==> src/rtl/tx_pkg.sv <==
package tx_pkg;
  localparam int DATA_W  = 8;
  localparam int OVS_HI  = 16;
  localparam int OVS_LO  = 8;
  localparam int TCW     = $clog2(OVS_HI);
  localparam int NSRC    = 4;
  localparam int SRC_LEVEL = 0;
  localparam int SRC_OVF   = 1;
  localparam int SRC_EMPTY = 2;
  localparam int SRC_CTS   = 3;

  typedef enum logic [2:0] {
    SH_IDLE, SH_START, SH_DATA, SH_PARITY, SH_STOP
  } sh_state_t;

  function automatic logic [DATA_W-1:0] size_mask(input logic [1:0] code);
    return {DATA_W{1'b1}} >> (2'd3 - code);
  endfunction
endpackage

==> src/rtl/txq_fifo.sv <==
module txq_fifo #(
  parameter int W     = 8,
  parameter int DEPTH = 16,
  localparam int AW   = (DEPTH > 1) ? $clog2(DEPTH) : 1,
  localparam int CW   = $clog2(DEPTH + 1)
) (
  input  logic          clk,
  input  logic          rst,
  input  logic          clr,
  input  logic          wr_en,
  input  logic [W-1:0]  wr_data,
  input  logic          rd_en,
  output logic [W-1:0]  rd_data,
  output logic [CW-1:0] count,
  output logic          full,
  output logic          empty,
  output logic          ovf_pulse
);
  logic [W-1:0]  mem [DEPTH];
  logic [AW-1:0] wr_ptr, rd_ptr;
  logic          push, pop;

  assign full      = (count == CW'(DEPTH));
  assign empty     = (count == '0);
  assign push      = wr_en && !full && !clr;
  assign pop       = rd_en && !empty && !clr;
  assign ovf_pulse = wr_en && full && !clr;
  assign rd_data   = mem[rd_ptr];

  always_ff @(posedge clk) begin
    if (push) mem[wr_ptr] <= wr_data;
  end

  function automatic logic [AW-1:0] bump(input logic [AW-1:0] p);
    return (p == AW'(DEPTH - 1)) ? '0 : p + AW'(1);
  endfunction

  always_ff @(posedge clk) begin
    if (rst || clr) begin
      wr_ptr <= '0;
      rd_ptr <= '0;
      count  <= '0;
    end else begin
      if (push) wr_ptr <= bump(wr_ptr);
      if (pop)  rd_ptr <= bump(rd_ptr);
      count <= count + CW'(push) - CW'(pop);
    end
  end

  AST_NO_OVERFLOW: assert property (@(posedge clk) disable iff (rst)
    count <= CW'(DEPTH)) else $error("queue count above depth");
  AST_FULL_DROPS: assert property (@(posedge clk) disable iff (rst)
    (full && wr_en) |=> count <= $past(count)) else $error("write accepted while full");
  AST_CLEAR_EMPTIES: assert property (@(posedge clk) disable iff (rst)
    clr |=> count == '0) else $error("clear left entries");
endmodule

==> src/rtl/txq_shifter.sv <==
module txq_shifter
  import tx_pkg::*;
(
  input  logic              clk,
  input  logic              rst,
  input  logic              tick,
  input  logic              enable,
  input  logic [1:0]        wlen,
  input  logic              par_en,
  input  logic              par_even,
  input  logic              stop2,
  input  logic              ovs8,
  input  logic              avail,
  input  logic [DATA_W-1:0] data,
  output logic              take,
  output logic              txd,
  output logic              busy
);
  sh_state_t         state;
  logic [DATA_W-1:0] shreg;
  logic [2:0]        bit_idx;
  logic [2:0]        last_idx;
  logic [TCW-1:0]    tick_cnt;
  logic              stop_idx;
  logic              par_q, pen_q, stop2_q, ovs8_q;
  logic              bit_end;
  logic [DATA_W-1:0] masked;

  assign masked  = data & size_mask(wlen);
  assign take    = (state == SH_IDLE) && enable && avail;
  assign busy    = (state != SH_IDLE);
  assign bit_end = tick && (tick_cnt == (ovs8_q ? TCW'(OVS_LO - 1) : TCW'(OVS_HI - 1)));

  always_ff @(posedge clk) begin
    if (rst) begin
      state    <= SH_IDLE;
      txd      <= 1'b1;
      shreg    <= '0;
      bit_idx  <= '0;
      last_idx <= '0;
      tick_cnt <= '0;
      stop_idx <= 1'b0;
      par_q    <= 1'b0;
      pen_q    <= 1'b0;
      stop2_q  <= 1'b0;
      ovs8_q   <= 1'b0;
    end else if (state == SH_IDLE) begin
      txd <= 1'b1;
      if (take) begin
        state    <= SH_START;
        txd      <= 1'b0;
        shreg    <= masked;
        par_q    <= par_even ? ^masked : ~^masked;
        last_idx <= 3'(wlen) + 3'd4;
        pen_q    <= par_en;
        stop2_q  <= stop2;
        ovs8_q   <= ovs8;
        bit_idx  <= '0;
        stop_idx <= 1'b0;
        tick_cnt <= '0;
      end
    end else if (tick) begin
      if (!bit_end) begin
        tick_cnt <= tick_cnt + TCW'(1);
      end else begin
        tick_cnt <= '0;
        case (state)
          SH_START: begin
            state <= SH_DATA;
            txd   <= shreg[0];
            shreg <= shreg >> 1;
          end
          SH_DATA: begin
            if (bit_idx == last_idx) begin
              if (pen_q) begin
                state <= SH_PARITY;
                txd   <= par_q;
              end else begin
                state <= SH_STOP;
                txd   <= 1'b1;
              end
            end else begin
              bit_idx <= bit_idx + 3'd1;
              txd     <= shreg[0];
              shreg   <= shreg >> 1;
            end
          end
          SH_PARITY: begin
            state <= SH_STOP;
            txd   <= 1'b1;
          end
          SH_STOP: begin
            if (stop2_q && !stop_idx) begin
              stop_idx <= 1'b1;
            end else begin
              state <= SH_IDLE;
              txd   <= 1'b1;
            end
          end
          default: begin
            state <= SH_IDLE;
            txd   <= 1'b1;
          end
        endcase
      end
    end
  end

  AST_IDLE_HIGH: assert property (@(posedge clk) disable iff (rst)
    !busy |-> txd) else $error("line low while idle");
  AST_START_LOW: assert property (@(posedge clk) disable iff (rst)
    $rose(busy) |-> !txd) else $error("frame began without start bit");
  AST_NO_START_DISABLED: assert property (@(posedge clk) disable iff (rst)
    (!busy && !enable) |=> !busy) else $error("frame began while disabled");
  AST_STOP_HIGH: assert property (@(posedge clk) disable iff (rst)
    (state == SH_STOP) |-> txd) else $error("stop bit low");
endmodule

==> src/rtl/txq_irq.sv <==
module txq_irq
  import tx_pkg::*;
#(
  parameter int CW = 5
) (
  input  logic            clk,
  input  logic            rst,
  input  logic [CW-1:0]   count,
  input  logic [CW-1:0]   level_trig,
  input  logic            ovf_pulse,
  input  logic            fifo_empty,
  input  logic            busy,
  input  logic            cts_n,
  input  logic            status_clear,
  input  logic [NSRC-1:0] mask,
  output logic            irq
);
  logic            ovf_q, cts_q;
  logic [2:0]      cts_sync;
  logic            cts_change;
  logic [NSRC-1:0] src;

  assign cts_change = cts_sync[1] ^ cts_sync[2];

  always_comb begin
    src            = '0;
    src[SRC_LEVEL] = (count >= level_trig);
    src[SRC_OVF]   = ovf_q;
    src[SRC_EMPTY] = fifo_empty && !busy;
    src[SRC_CTS]   = cts_q;
  end

  always_ff @(posedge clk) begin
    if (rst) begin
      ovf_q    <= 1'b0;
      cts_q    <= 1'b0;
      cts_sync <= 3'b111;
      irq      <= 1'b0;
    end else begin
      cts_sync <= {cts_sync[1:0], cts_n};
      if (ovf_pulse)         ovf_q <= 1'b1;
      else if (status_clear) ovf_q <= 1'b0;
      if (cts_change)        cts_q <= 1'b1;
      else if (status_clear) cts_q <= 1'b0;
      irq <= |(src & mask);
    end
  end

  AST_OVF_STICKY: assert property (@(posedge clk) disable iff (rst)
    (ovf_q && !status_clear) |=> ovf_q) else $error("overflow flag lost");
  AST_CTS_STICKY: assert property (@(posedge clk) disable iff (rst)
    (cts_q && !status_clear) |=> cts_q) else $error("line-change flag lost");
  AST_MASKED_QUIET: assert property (@(posedge clk) disable iff (rst)
    (mask == '0) |=> !irq) else $error("irq with all sources masked");
endmodule

==> src/rtl/serial_tx_fifo.sv <==
module serial_tx_fifo
  import tx_pkg::*;
#(
  parameter int DEPTH = 16,
  localparam int CW   = $clog2(DEPTH + 1)
) (
  input  logic              clk,
  input  logic              rst,
  input  logic              tick,
  input  logic              cfg_enable,
  input  logic [1:0]        cfg_wlen,
  input  logic              cfg_par_en,
  input  logic              cfg_par_even,
  input  logic              cfg_stop2,
  input  logic              cfg_ovs8,
  input  logic              wr_valid,
  input  logic [DATA_W-1:0] wr_data,
  input  logic              fifo_clear,
  input  logic              status_clear,
  input  logic [CW-1:0]     level_trig,
  input  logic [NSRC-1:0]   irq_mask,
  input  logic              cts_n,
  output logic              txd,
  output logic              wr_ready,
  output logic              busy,
  output logic [CW-1:0]     fifo_count,
  output logic              irq
);
  logic [DATA_W-1:0] q_data;
  logic              q_full, q_empty, q_ovf, take;

  txq_fifo #(.W(DATA_W), .DEPTH(DEPTH)) u_fifo (
    .clk(clk), .rst(rst), .clr(fifo_clear),
    .wr_en(wr_valid), .wr_data(wr_data),
    .rd_en(take), .rd_data(q_data),
    .count(fifo_count), .full(q_full), .empty(q_empty), .ovf_pulse(q_ovf)
  );

  txq_shifter u_shift (
    .clk(clk), .rst(rst), .tick(tick), .enable(cfg_enable),
    .wlen(cfg_wlen), .par_en(cfg_par_en), .par_even(cfg_par_even),
    .stop2(cfg_stop2), .ovs8(cfg_ovs8),
    .avail(!q_empty && !fifo_clear), .data(q_data),
    .take(take), .txd(txd), .busy(busy)
  );

  txq_irq #(.CW(CW)) u_irq (
    .clk(clk), .rst(rst), .count(fifo_count), .level_trig(level_trig),
    .ovf_pulse(q_ovf), .fifo_empty(q_empty), .busy(busy), .cts_n(cts_n),
    .status_clear(status_clear), .mask(irq_mask), .irq(irq)
  );

  assign wr_ready = !q_full;

  AST_READY_MATCHES: assert property (@(posedge clk) disable iff (rst)
    wr_ready == (fifo_count < CW'(DEPTH))) else $error("ready disagrees with count");
endmodule

==> config.mk <==
export PLATFORM = sky130hd
export DESIGN_NAME = serial_tx_fifo
export DESIGN_NICKNAME = d
export VERILOG_FILES = /design/src/rtl/tx_pkg.sv /design/src/rtl/txq_fifo.sv /design/src/rtl/txq_shifter.sv /design/src/rtl/txq_irq.sv /design/src/rtl/serial_tx_fifo.sv
export SDC_FILE = /design/constraint.sdc
export NUM_CORES = 1
export LEC_CHECK = 0
export BUFFER_PORTS_ARGS = -buffer_cell sky130_fd_sc_hd__buf_2
export CORE_ASPECT_RATIO = 0.9
export CORE_MARGIN = 8
export CORE_UTILIZATION = 50
export DETAILED_ROUTE_END_ITERATION = 12
export PLACE_DENSITY = 0.67
export SETUP_SLACK_MARGIN = 0.15
export SYNTH_ARGS = -nofsm -noshare
export SYNTH_HDL_FRONTEND = slang
export SYNTH_HIERARCHICAL = 1
export SYNTH_SLANG_ARGS = --single-unit
export TNS_END_PERCENT = 5
==> constraint.sdc <==
create_clock -name clk -period 6.3 [get_ports clk]
set_input_delay 0.315 -clock clk [delete_from_list [all_inputs] [get_ports clk]]
set_output_delay 0.315 -clock clk [all_outputs]
set_load 0.05 [all_outputs]
; ---- Word level (Yosys, flattened, before mapping)
; Memory sizes are Yosys's and may differ from the RTL's. A register that Yosys moved wholly into a read port is not among the register bits.
; Cells that the tools add are included.
[op_classes]
eq_ne = 14
n_addsub = 8
mul = 0
shifts = 1
muxes = 49
div = 0
bitwise_logic = 3
n_reduce_logical = 39
magnitude_cmp = 1
[ops]
columns = operator, n
row1 = two-way mux 8 bit, 5
row2 = two-way mux 3 bit, 13
row3 = two-way mux 4 bit, 9
row4 = AND reduction 5 bit, 4
row5 = two-way mux 1 bit, 19
row6 = one-hot mux 8 bit (2 select lines), 1
row7 = nonzero test 2 bit, 7
row8 = adder 4 x 1 -> 4 bit (second input constant), 3
row9 = logical AND 1 bit, 12
row10 = one-hot mux 3 bit (4 select lines), 1
row11 = bitwise AND 8 bit, 1
row12 = equality test 4 bit (second input constant), 2
row13 = XNOR reduction 8 bit, 1
row14 = XOR reduction 8 bit, 1
row15 = >> shifter 8 x 2 -> 8 bit (first input constant), 1
row16 = equality test 3 x 2 -> 1 bit (second input constant), 2
row17 = inequality test 3 x 2 -> 1 bit (second input constant), 2
row18 = nonzero test 3 bit, 2
row19 = adder 5 x 1 -> 5 bit, 1
row20 = equality test 5 bit (second input constant), 1
row21 = >= comparator 5 bit, 1
row22 = logical NOT 1 bit, 5
row23 = logical NOT 5 bit, 1
row24 = subtractor 5 x 1 -> 5 bit, 1
row25 = other kinds (18), 19
[totals]
mem_bits_rw = 128
mem_bits_ro = 0
latchBits = 0
output_inout_bits = 9
inputBits = 31
word_cells = 134
mem_count = 1
regBits = 46
[mem_list]
columns = memory, words, width, read_ports, rd_clocked_by_memory_dff, wr, line_no
row1 = u_fifo.mem, 16, 8, 1, 1, 1, txq_fifo.sv:19  ; logic [W-1:0] mem [DEPTH];

; ---- Longest topological paths before layout
; Gate-level depths: netlist of the first run.
[depth]
depth_word = 8
ltp_mapped = 16

; ---- By module
; Netlist of the first run, hierarchy kept.
[modules_own_cells]
columns = module, area_each_um2, seq_area_each_um2, cells_each, n_inst
row1 = txq_fifo, 5859.4, 4184.0, 309, 1
row2 = txq_shifter, 1457.6, 540.5, 177, 1
row3 = txq_irq, 316.6, 120.1, 35, 1
row4 = serial_tx_fifo, 7.5, 0.0, 2, 1

; ---- Least setup slack after synthesis of the first run
; No wires, ideal clock.
[synth_path]
path_kind = flip-flop to flip-flop
start = reg u_fifo.count[2]
end = reg u_fifo.count[4]
required_time_ps = 6229
path_stages_with_launch = 17
period_less_slack_ps = 3751
arrival_time_ps = 3680
n_path_buf = 1
setup_slack_ps = 2549
cell_sequence = dfxtp_1 > inv_1 > ha_1 > nor4b_1 > nor2_1 > nand3_2 > inv_2 > clkbuf_1 > nor3b_2 > ha_1 > inv_1 > ha_1 > fa_1 > a21oi_1 > nor2_1 > or3_1 > a21oi_1
[synth_between]
elab_chain_cells = 7
elab_cells_between_ends = 12
cone_classes = add/sub: 2 / eq/ne: 1 / reduce/logical: 9
[synth_lines]
columns = item, line_no
row1 = start: declaration, txq_fifo.sv:14  ; output logic [CW-1:0] count,
row2 = start signal: assignment, txq_fifo.sv:46  ; count <= count + CW'(push) - CW'(pop);
row3 = logical NOT 5 bit, txq_fifo.sv:24  ; assign empty = (count == '0);
row4 = via q_empty, serial_tx_fifo.sv:30  ; logic q_full, q_empty, q_ovf, take;
row5 = logical NOT 1 bit, serial_tx_fifo.sv:43  ; .avail(!q_empty && !fifo_clear), .data(q_data),
row6 = logical AND 1 bit, serial_tx_fifo.sv:43
row7 = logical AND 1 bit, txq_shifter.sv:30  ; assign take = (state == SH_IDLE) && enable && avail;
row8 = via take, serial_tx_fifo.sv:30
row9 = logical AND 1 bit (2 in series), txq_fifo.sv:26  ; assign pop = rd_en && !empty && !clr;
row10 = subtractor 5 x 1 -> 5 bit, txq_fifo.sv:46
; The timed path passes the listed nets, and every way through them passes these cells.
; A chain may end at the register's enable or synchronous reset.

; ---- Worst setup path after layout of the first run
[layout_path]
start = reg u_shift.state[1]
end = reg u_fifo.count[4]
[layout_between]
elab_chain_cells = 6
[layout_lines]
columns = item, line_no
row1 = start: declaration, txq_shifter.sv:19  ; sh_state_t state;
row2 = start signal: assignment, txq_shifter.sv:36  ; state <= SH_IDLE;
row3 = start signal: assignment, txq_shifter.sv:50  ; state <= SH_START;
row4 = start signal: assignment, txq_shifter.sv:69  ; state <= SH_DATA;
row5 = logical NOT 3 bit, txq_shifter.sv:30
row6 = logical AND 1 bit (2 in series), txq_shifter.sv:30
row7 = via take, serial_tx_fifo.sv:30
row8 = logical AND 1 bit (2 in series), txq_fifo.sv:26
row9 = subtractor 5 x 1 -> 5 bit, txq_fifo.sv:46
; The timed path passes the listed nets, and every way through them passes these cells.

==> results.md, run 1 <==
- Status: finished, final reports clean
- Worst VDD drop: just over 0.2 mV
- Synth warn: 6
- N_diodes: 0
- DRC viols: 0
- Synth Register Bits: between 150 and 200
- Routed Wire Length: roughly 15 mm
- Multiplexer share of the synthesized area: approximately 11%
- Final min period: 3.89 ns
- Post-CTS Hold Buffers: 0
- Fin Hold WS: approximately 0.075 ns
- Post-synthesis simple-gate area fraction: 10.2%
- H-tree lvl count: 4
- Routed WL per cell: a little under 20 um
- I/O pin cnt: 40
- Lkg Pwr: 2.91 nW
- Non-filler instance count after layout: just under 800
- Largest family of logic cells by synthesized area: multiplexers
- TNS Setup: 0 ns
- Chip Width: around 150 um
- Overall power: around 2.3 mW
- Clk Tree Root Cell: clkbuf_16
- Unique masters post-synth: 66
- Relative slew slack: around 25%
- # setup viols final: 0
- Multi-input gate area: ~0.0026 mm2
- Critical path buffers and inverters: 2
- Core Footprint: about 0.015 mm2
- Slew @ Worst Pin: between 1 and 1.5 ns
- Sequential fraction of the synthesis area: between 60% and 70%
- Nets: between 600 and 700
- Drt first pass iters: 5
- Via count: 4434
- CTS tree: done
- WS Path Type: reg2reg
- Cts bufs inserted: 17
- Post-Syn Area: around 0.0076 mm2
- XOR/XNOR share of the synthesized area: under 10%
- Maximum fanout along the worst path: 14
- Number of core rows: 43
- Post_cts resized: 0
- Initial Util: between 50% and 60%
- Post-Synthesis Cells: ~520
- Final period util: about three fifths
- Die area: 0.0195 mm2
- Avg Cell Area, Syn: 14.6 um2
- Post-CTS Setup Bufs: 0
- Top FF cell, synth: edfxtp_1
- GRT Total Usage: about 16%
- First-pass GRT wire length: approximately 24 mm
- Post-synth ARST share: 0%
- Post-DRT Antenna Nets: 0
- Largest net degree at the start of global routing: 40
- Clk pin slew, worst setup/hold paths: around 0.07 ns
- Post-Synth Adder-Cell Area: under 10%
- End-of-flow core utilization: between 50% and 60%
- Slowest CP cell: nor3_2
- Post-Place Cells: roughly 750
- Number of I/O port buffers: 39
- Worst setup EP type: register
- Hold WC Path Type: in2reg
- CP peak stage delay: 0.65 ns
- Fin. Hold Viols: 0
- WP data required: 6.66 ns
- Post-synthesis compound-gate area fraction: ~7.6%
- Worst EP arrival: around 4.3 ns
- Final Max Tran Viols: 0
- Clk buf depth: 2
- Setup crit start kind: register
- Via-to-Cell Ratio: ~5.7
- Clock Latency Late Sink: between 0.4 and 0.5 ns
- Syn_nets: 573
- Max-cap violations: 0
- Die Ht: about 130 um
- GP Congestion: just under 0.8
- Share of layout cells above drive strength 1: a little under a fifth
- Fillers: 1231
- Unrepaired setup endpoints after global routing: false
- Number of global-route vias before repair: 4459
- Sequential cell area: about 0.0048 mm2
- Clock skew: between 0.008 and 0.009 ns
- Syn-to-layout area delta: 11.2%
- Placed wire-length estimate: around 10 mm
- DRT iter0 DRCs: between 400 and 500
- EDFF count, synth: around 130
- Clock sink count: between 150 and 200
- Maximum clock rate: 257 MHz
- Antenna violations before repair: 0
- CP cell instances: nor3_2 > nand3_2 > inv_2 > nor3b_2 > ha_1 > inv_1 > ha_1 > fa_1 > a21oi_1 > nor2_1 > or3_1 > a21oi_1
- CP delay by family, top: simple AND/OR/NAND/NOR gates
- PwrDens: between 200 and 300 mW/mm2
- Overflow after GRT: 0
==> final timing paths <==
| kind | start | to | slack (ns) | cells after the start |
|---|---|---|---|---|
| worst min-delay path | cts_n | u_irq/cts_sync[0] | 0.07 | 2 |
| worst max register to register | u_shift/state[1] | u_fifo/count[4] | 2.41 | 12 |
| worst min register to register | u_irq/cts_sync[0] | u_irq/cts_sync[1] | 0.42 | 1 |
| worst max-delay path | u_shift/state[1] | u_fifo/count[4] | 2.41 | 12 |
==> state kept, by name, summed over array words and instances, names as in the netlist, 3 cells and up, named ones only <==
signal	flops
u_fifo/count	5
u_fifo/mem	128
u_fifo/rd_ptr	4
u_fifo/wr_ptr	4
u_irq/cts_sync	3
u_shift/bit_idx	3
u_shift/last_idx	3
u_shift/shreg	8
u_shift/state	3
u_shift/tick_cnt	4
==> cell type report <==
type / instances / share of cell area (%)
clock buffer: 18 / 5.05
clock inverter: 13 / 1.19
inverter: 21 / 0.928
multi-input combinational: 304 / 30.4
sequential: 178 / 57.1
tap: 202 / 2.98
timing repair buffer: 40 / 2.39
==> cells in the mapped netlist, drive strengths merged (9+ instances only) <==
| cell type | number | area, um2 |
|---|---|---|
| xor2 | 10 | 87.6 |
| nand3 | 9 | 50.1 |
| dfxtp | 50 | 1000 |
| and2 | 20 | 125 |
| edfxtp | 128 | 3840 |
| buf | 10 | 78.8 |
| mux4 | 32 | 773 |
| a22oi | 18 | 135 |
| ha | 18 | 225 |
| nor2 | 35 | 141 |
| inv | 21 | 78.8 |
| a21oi | 23 | 115 |
| nand2 | 45 | 169 |
==> per-stage QoR <==
stage / setup WS [ns] / cell area (um2)
floorplan: 2.55 / 7640
global placement: 2.56 / 7960
detailed placement: 2.44 / 7960
CTS: 2.43 / 8490
global route: 2.08 / 8490
finish: 2.41 / 8490
==> cells in the final DEF (no fill, tap or decap), types with 2 or more instances in the layout <==
cell type / synthesis / final
mux4_1: 14 / 14
o21ai_0: 7 / 7
inv_2: 3 / 3
nor2_1: 33 / 33
buf_2: 3 / 39
xor2_1: 10 / 10
or3_1: 3 / 3
a22oi_1: 18 / 18
clkinv_4: 0 / 2
dfxtp_1: 50 / 49
or2_2: 5 / 5
a311oi_1: 5 / 5
nor2b_1: 5 / 5
clkbuf_16: 0 / 17
nor3_1: 7 / 7
ha_1: 18 / 18
edfxtp_1: 128 / 128
nand2b_1: 3 / 3
nand3_1: 8 / 8
nand3b_1: 4 / 4
mux2i_1: 5 / 5
a21o_1: 2 / 2
mux4_2: 18 / 18
a31oi_1: 4 / 4
inv_1: 18 / 18
xnor2_1: 8 / 8
nor4b_1: 2 / 2
nor3b_1: 2 / 2
nor3b_2: 2 / 2
o2111ai_1: 2 / 2
and2_1: 20 / 20
a21oi_1: 23 / 23
nand2_1: 45 / 45
clkinvlp_4: 0 / 3
inv_6: 0 / 6
a31o_2: 2 / 2
==> metal layers <==
| metal | vias to the layer above | track usage, % | share of wire [%] |
|---|---|---|---|
| met2 | 94 | 26.1 | 49 |
| li1 | 2075 | - | - |
| met5 | - | 0 | 0 |
| met1 | 2250 | 20.1 | 46 |
| met3 | 15 | 3.80 | 3.6 |
| met4 | 0 | 4.63 | 1.1 |
==> power breakdown <==
group | internal, mW | switching, mW | total, mW
clock | 0.508 | 0.444 | 0.952
sequential | 1.26 | 0.00477 | 1.27
combinational | 0.0301 | 0.0574 | 0.0875
==> cell families after synthesis <==
logic type	after synthesis
xor gates and xnor gates	18
muxes	37
AOI/OAI and AO/OA	80
buffers and inverters	41
and+or+nand+nor	150
adders and majority gates	19
DFF	178
No activity file was read; power rests on OpenSTA's default activity.
==> inputs of run 2 (changes only) <==
Clock period 6.3 ns to 3.94 ns, I/O delays scaled along.
==> run 2 against run 1 <==
  * Global-route usage grew 0.19 points
  * Sequential power grew 59%
  * Cell count grew 1.3%
  * Flip-flop and latch count is the same
  * Register-to-register slack lost 1.9 ns
  * Critical path depth grew 5
  * Critical endpoint unchanged
  * Largest power group unchanged
==> results.md, run 2 (synthesis gave the netlist of run 1 again) <==
- Fillers: between 1000 and 1500
- GRT Total Usage: 15.9%
- Relative slew slack: roughly 45%
- TNS Setup: 0 ns
- Number of global-route vias before repair: between 4000 and 5000
- Sequential cell area: 0.00485 mm2
- Post-Place Cells: 750
- Clk pin slew, worst setup/hold paths: 0.07 ns
- Via count: 4488
- Die area: just under 0.02 mm2
- Slew @ Worst Pin: between 0.8 and 0.9 ns
- FF-to-FF Start: u_fifo/count[3]
- Hold path startpoint: cfg_wlen[0]
- Clk Tree Root Cell: clkbuf_16
- Nets: 621
- Final period util: between 80% and 90%
- Status: finished, final reports clean
- Area after DPL: ~0.0080 mm2
- Hold WC Path Type: in2reg
- Number of I/O port buffers: 39
- Post-CTS Setup Bufs: 0
- Worst VDD drop: 0.354 mV
- GP Congestion: approximately 0.8
- Clk buf depth: 2
- Drt first pass iters: 5
- # setup viols final: 0
- Antenna violations before repair: 0
- FF-to-FF End: u_fifo/count[4]
- Placed wire-length estimate: about 9.7 mm
- Clock Latency Late Sink: between 0.4 and 0.5 ns
- I/O pin cnt: 40
- Fin area: 0.00867 mm2
- DRC viols: 0
- Routed Wire Length: between 15 and 20 mm
- WP data required: ~4.3 ns
- Maximum clock rate: 292 MHz
- Fin Hold WS: between 0.05 and 0.06 ns
- Final min period: around 3.4 ns
- Clock sink count: roughly 180
- Overflow after GRT: 0
- Worst setup EP type: register
- Non-filler instance count after layout: between 700 and 800
- Syn-to-layout area delta: 13.5%
- Max-cap violations: 0
- CTS tree: done
- Most frequent cells in the layout: 128 x edfxtp_1, 49 x dfxtp_1, 45 x nand2_1, 39 x buf_2, 33 x nor2_1
- Biggest register: u_fifo/mem
- Hold Crit Endpoint: u_shift/last_idx[0]
- Overall power: 3.93 mW
- Reg2reg setup slack: 0.51 ns
- DRT iter0 DRCs: ~370
- Final Max Tran Viols: 0
- Maximum fanout along the worst path: 14
- Via-to-Cell Ratio: 5.71
- Number of core rows: 43
- N_diodes: 0
- Die Ht: roughly 130 um
- Cts bufs inserted: 17
- Unrepaired setup endpoints after global routing: false
- Lkg Pwr: 3.00 nW
- Clock skew: 0.00568 ns
- WS Path Type: reg2reg
- Initial Util: between 50% and 60%
- Reg2Reg Depth: 17
- Largest net degree at the start of global routing: 40
- Worst EP arrival: around 3.8 ns
- First-pass GRT wire length: 23.9 mm
- Share of layout cells above drive strength 1: 19.5%
- Chip Width: 146 um
- Setup crit start kind: register
- Core Footprint: between 0.015 and 0.02 mm2
- Biggest regs: u_fifo/mem (128), u_shift/shreg (8), u_fifo/count (5)
- PwrDens: 453 mW/mm2
- Post-DRT Antenna Nets: 0
- Multi-input gate area: ~0.0026 mm2
- Max reg flops: about 130
- Hold Crit Depth: 3
- Fin. Hold Viols: 0
- H-tree lvl count: 4
- Commonest non-fill, non-tap cell in the layout: edfxtp_1
- Routed WL per cell: just under 20 um
## run 2: critical path: stages (launching register included)
cell     delay, ns
dfxtp_1       0.40
inv_1         0.08
ha_1          0.19
nor4b_1       0.14
buf_4         0.15
nor2_1        0.18
nand3_2       0.12
inv_2         0.20
nor3b_2       0.23
buf_4         0.19
ha_1          0.13
inv_1         0.04
ha_1          0.20
fa_1          0.41
a21oi_1       0.16
nor2_1        0.06
or3_1         0.34
a21oi_1       0.14
## run 2: worst max-delay path by stage
stage / from / end / slack, ns
detailed placement: u_fifo/count[3] / u_fifo/count[4] / 0.56
finish: u_fifo/count[3] / u_fifo/count[4] / 0.51
floorplan: u_fifo/count[2] / u_fifo/count[4] / 0.19
global route: u_fifo/count[3] / u_fifo/count[4] / 0.23
CTS: u_fifo/count[3] / u_fifo/count[4] / 0.52
global placement: u_fifo/count[3] / u_fifo/count[4] / 0.65
## run 2: final cells by class
cell class / instances / share of cell area [%]
Timing Repair Buffer: 49 / 3.38
Tap cell: 202 / 2.91
Clock buffer: 18 / 4.95
Inverter: 21 / 0.909
Sequential cell: 178 / 55.9
Clock inverter: 14 / 2.22
Multi-Input combinational cell: 304 / 29.8
## run 2: routing by layer
layer	GRT usage [%]	wire length (um)	share of wire [%]	vias to the layer above
li1	-	-	-	2103
met1	20.9	6890	45	2251
met2	25.6	7450	49	119
met3	3.90	694	4.6	15
met4	5.15	151	0.99	0
met5	0	0	0	-
## run 2: metrics by stage
step / utilization, % / setup slack, ns
3_3_place_gp: 52.8 / 0.648
4_1_cts: 57.2 / 0.524
5_1_grt: 57.2 / 0.230
2_1_floorplan: - / 0.189
3_5_place_dp: 52.8 / 0.565
6_report: 57.2 / 0.514
## run 2: what timing repair did
item | in CTS | in global routing
hold endpoints to repair | 4 | 0
hold buffers | 4 | 0
gates resized for setup | 0 | 0
## run 2: where the power goes
part / internal (mW) / total, mW / switching (mW)
clock network: 1.02 / 1.76 / 0.740
logic: 0.0523 / 0.145 / 0.0927
registers: 2.02 / 2.02 / 0.00761
total: 3.09 / 3.93 / 0.840
==> inputs of run 3 (changes only) <==
Clock period 3.94 ns to 4.07 ns, I/O delays scaled along.
==> run 3 against run 2 <==
  * Global-route usage is 0.22 points lower
  * Setup slack worse by 0.11 ns
  * Sequential share of layout area grew 0.48 points
  * Count of clock-buffer cells in the layout fell by 1
  * Flip-flop and latch count did not move
  * Clock skew grew 0.0025 ns
  * Final area shrank 0.85%
  * Critical endpoint unchanged
==> results.md, run 3 (synthesis gave the netlist of run 1 again) <==
- Hold WC Path Type: in2reg
- Final min period: ~3.7 ns
- Relative slew slack: roughly 47%
- Fin. Hold Viols: 0
- CTS tree: done
- Setup WS pre-CTS: ~0.43 ns
- Biggest regs: u_fifo/mem (128), u_shift/shreg (8), u_fifo/count (5)
- Lkg Pwr: between 2 and 3 nW
- Number of global-route vias before repair: about 4500
- Final Worst Setup Slack: roughly 0.4 ns
- Commonest non-fill, non-tap cell in the layout: edfxtp_1
- Placed wire-length estimate: 9.96 mm
- Core Footprint: ~0.015 mm2
- Chip Width: 146 um
- Final Max Tran Viols: 0
- Multi-input gate area: 0.00258 mm2
- Number of core rows: 43
- Clk pin slew, worst setup/hold paths: around 0.060 ns
- Slew @ Worst Pin: 0.796 ns
- WP data required: ~4.4 ns
- Final period util: approximately nine tenths
- Post-Place Cells: between 700 and 800
- Nets: around 620
- Non-filler instance count after layout: ~780
- Post-DRT Antenna Nets: 0
- Routed Wire Length: around 15 mm
- Cts bufs inserted: 17
- Sequential cell area: between 0.004 and 0.005 mm2
- DRT iter0 DRCs: between 300 and 400
- Worst setup EP type: register
- Die area: between 0.015 and 0.02 mm2
- H-tree lvl count: 4
- Via-to-Cell Ratio: around 5.7
- Clock sink count: 178
- Unrepaired setup endpoints after global routing: false
- Status: finished, final reports clean
- Via count: about 4500
- Post-CTS Hold Buffers: 1
- Max reg flops: ~130
- Share of layout cells above drive strength 1: around 20%
- Largest net degree at the start of global routing: 40
- Post_cts resized: 0
- Drt first pass iters: 5
- Biggest register: u_fifo/mem
- Initial Util: around half
- Die Ht: approximately 130 um
- Setup crit start kind: register
- Post-CTS Setup Bufs: 0
- Antenna violations before repair: 0
- TNS Setup: 0 ns
- Clk buf depth: 2
- WS Path Type: reg2reg
- Clk Tree Root Cell: clkbuf_16
- GRT Total Usage: 15.7%
- Clock Latency Late Sink: 0.43 ns
- Overflow after GRT: 0
- Worst VDD drop: roughly 0.31 mV
- Clock skew: 0.00820 ns
- N_diodes: 0
- Maximum fanout along the worst path: 14
- PwrDens: ~430 mW/mm2
- Number of I/O port buffers: 39
- DRC viols: 0
- I/O pin cnt: 40
- Syn-to-layout area delta: 12.6%
- First-pass GRT wire length: 23.8 mm
- Most frequent cells in the layout: 128 x edfxtp_1, 49 x dfxtp_1, 45 x nand2_1, 39 x buf_2, 33 x nor2_1
- # setup viols final: 0
- Worst EP arrival: 4.02 ns
- Max-cap violations: 0
- Overall power: around 3.7 mW
- GP Congestion: 0.813
- Fillers: ~1200
- Maximum clock rate: 273 MHz
- Routed WL per cell: 19.4 um
run 3: cell types whose count changed in the layout (fill, tap and decap cells not counted), sizes merged:
cell | before | now
clkinv | 3 | 9
inv | 29 | 24
buf | 45 | 44
bufinv | 3 | 2
dlygate4sd3 | 4 | 1
clkbuf | 18 | 17
clkinvlp | 0 | 1
run 3: final timing paths:
check	start	end	slack (ns)	cells after the start
worst max-delay path	u_fifo/count[3]	u_fifo/count[4]	0.40	16
worst min-delay path	cfg_stop2	u_shift/stop2_q	0.02	3
worst max register to register	u_fifo/count[3]	u_fifo/count[4]	0.40	16
worst min register to register	u_irq/cts_sync[0]	u_irq/cts_sync[1]	0.41	1
run 3: stage by stage:
| stage | utilization (%) | area [um2] | hold WS (ns) |
|---|---|---|---|
| finish | 56.7 | 8600 | 0.0239 |
| global route | 56.7 | 8600 | 0.0287 |
| CTS | 56.7 | 8600 | 0.0126 |
| detailed placement | 52.8 | 8010 | 0.394 |
| global placement | 52.8 | 8010 | 0.391 |
| floorplan | - | 7640 | 0.276 |
run 3: where the power goes:
group          internal (mW)  leakage [nW]  switching, mW  total [mW]
logic                 0.0479          1.12         0.0881       0.136
clock network          0.910         0.288          0.688        1.60
registers               1.95          1.56        0.00747        1.96
total                   2.91          2.97          0.783        3.69
run 3: per-layer routing:
metal	vias to the layer above	track usage [%]	part of all wire, %
met1	2256	20.0	44
met3	19	3.22	4.0
met5	-	0	0
met2	113	25.7	51
met4	0	6.69	1.5
li1	2096	-	-
run 3: cell type report:
cell class                 instances  share of cell area, %
clock buffer                      17                   4.95
clock inverter                    15                   1.86
inverter                          21                  0.916
multi-input combinational        304                   30.0
sequential                       178                   56.3
tap                              202                   2.94
timing repair buffer              45                   2.97
run 3: critical path, stage by stage, from the launching register on:
cell and delay [ns]:
dfxtp_1 0.35, inv_1 0.09, ha_1 0.16, nor4b_1 0.59, nor2_1 0.15, nand3_2 0.13, inv_2 0.11, nor3b_2 0.19
buf_4 0.20, ha_1 0.27, inv_1 0.04, ha_1 0.20, fa_1 0.41, a21oi_1 0.16, nor2_1 0.06, or3_1 0.34
a21oi_1 0.16
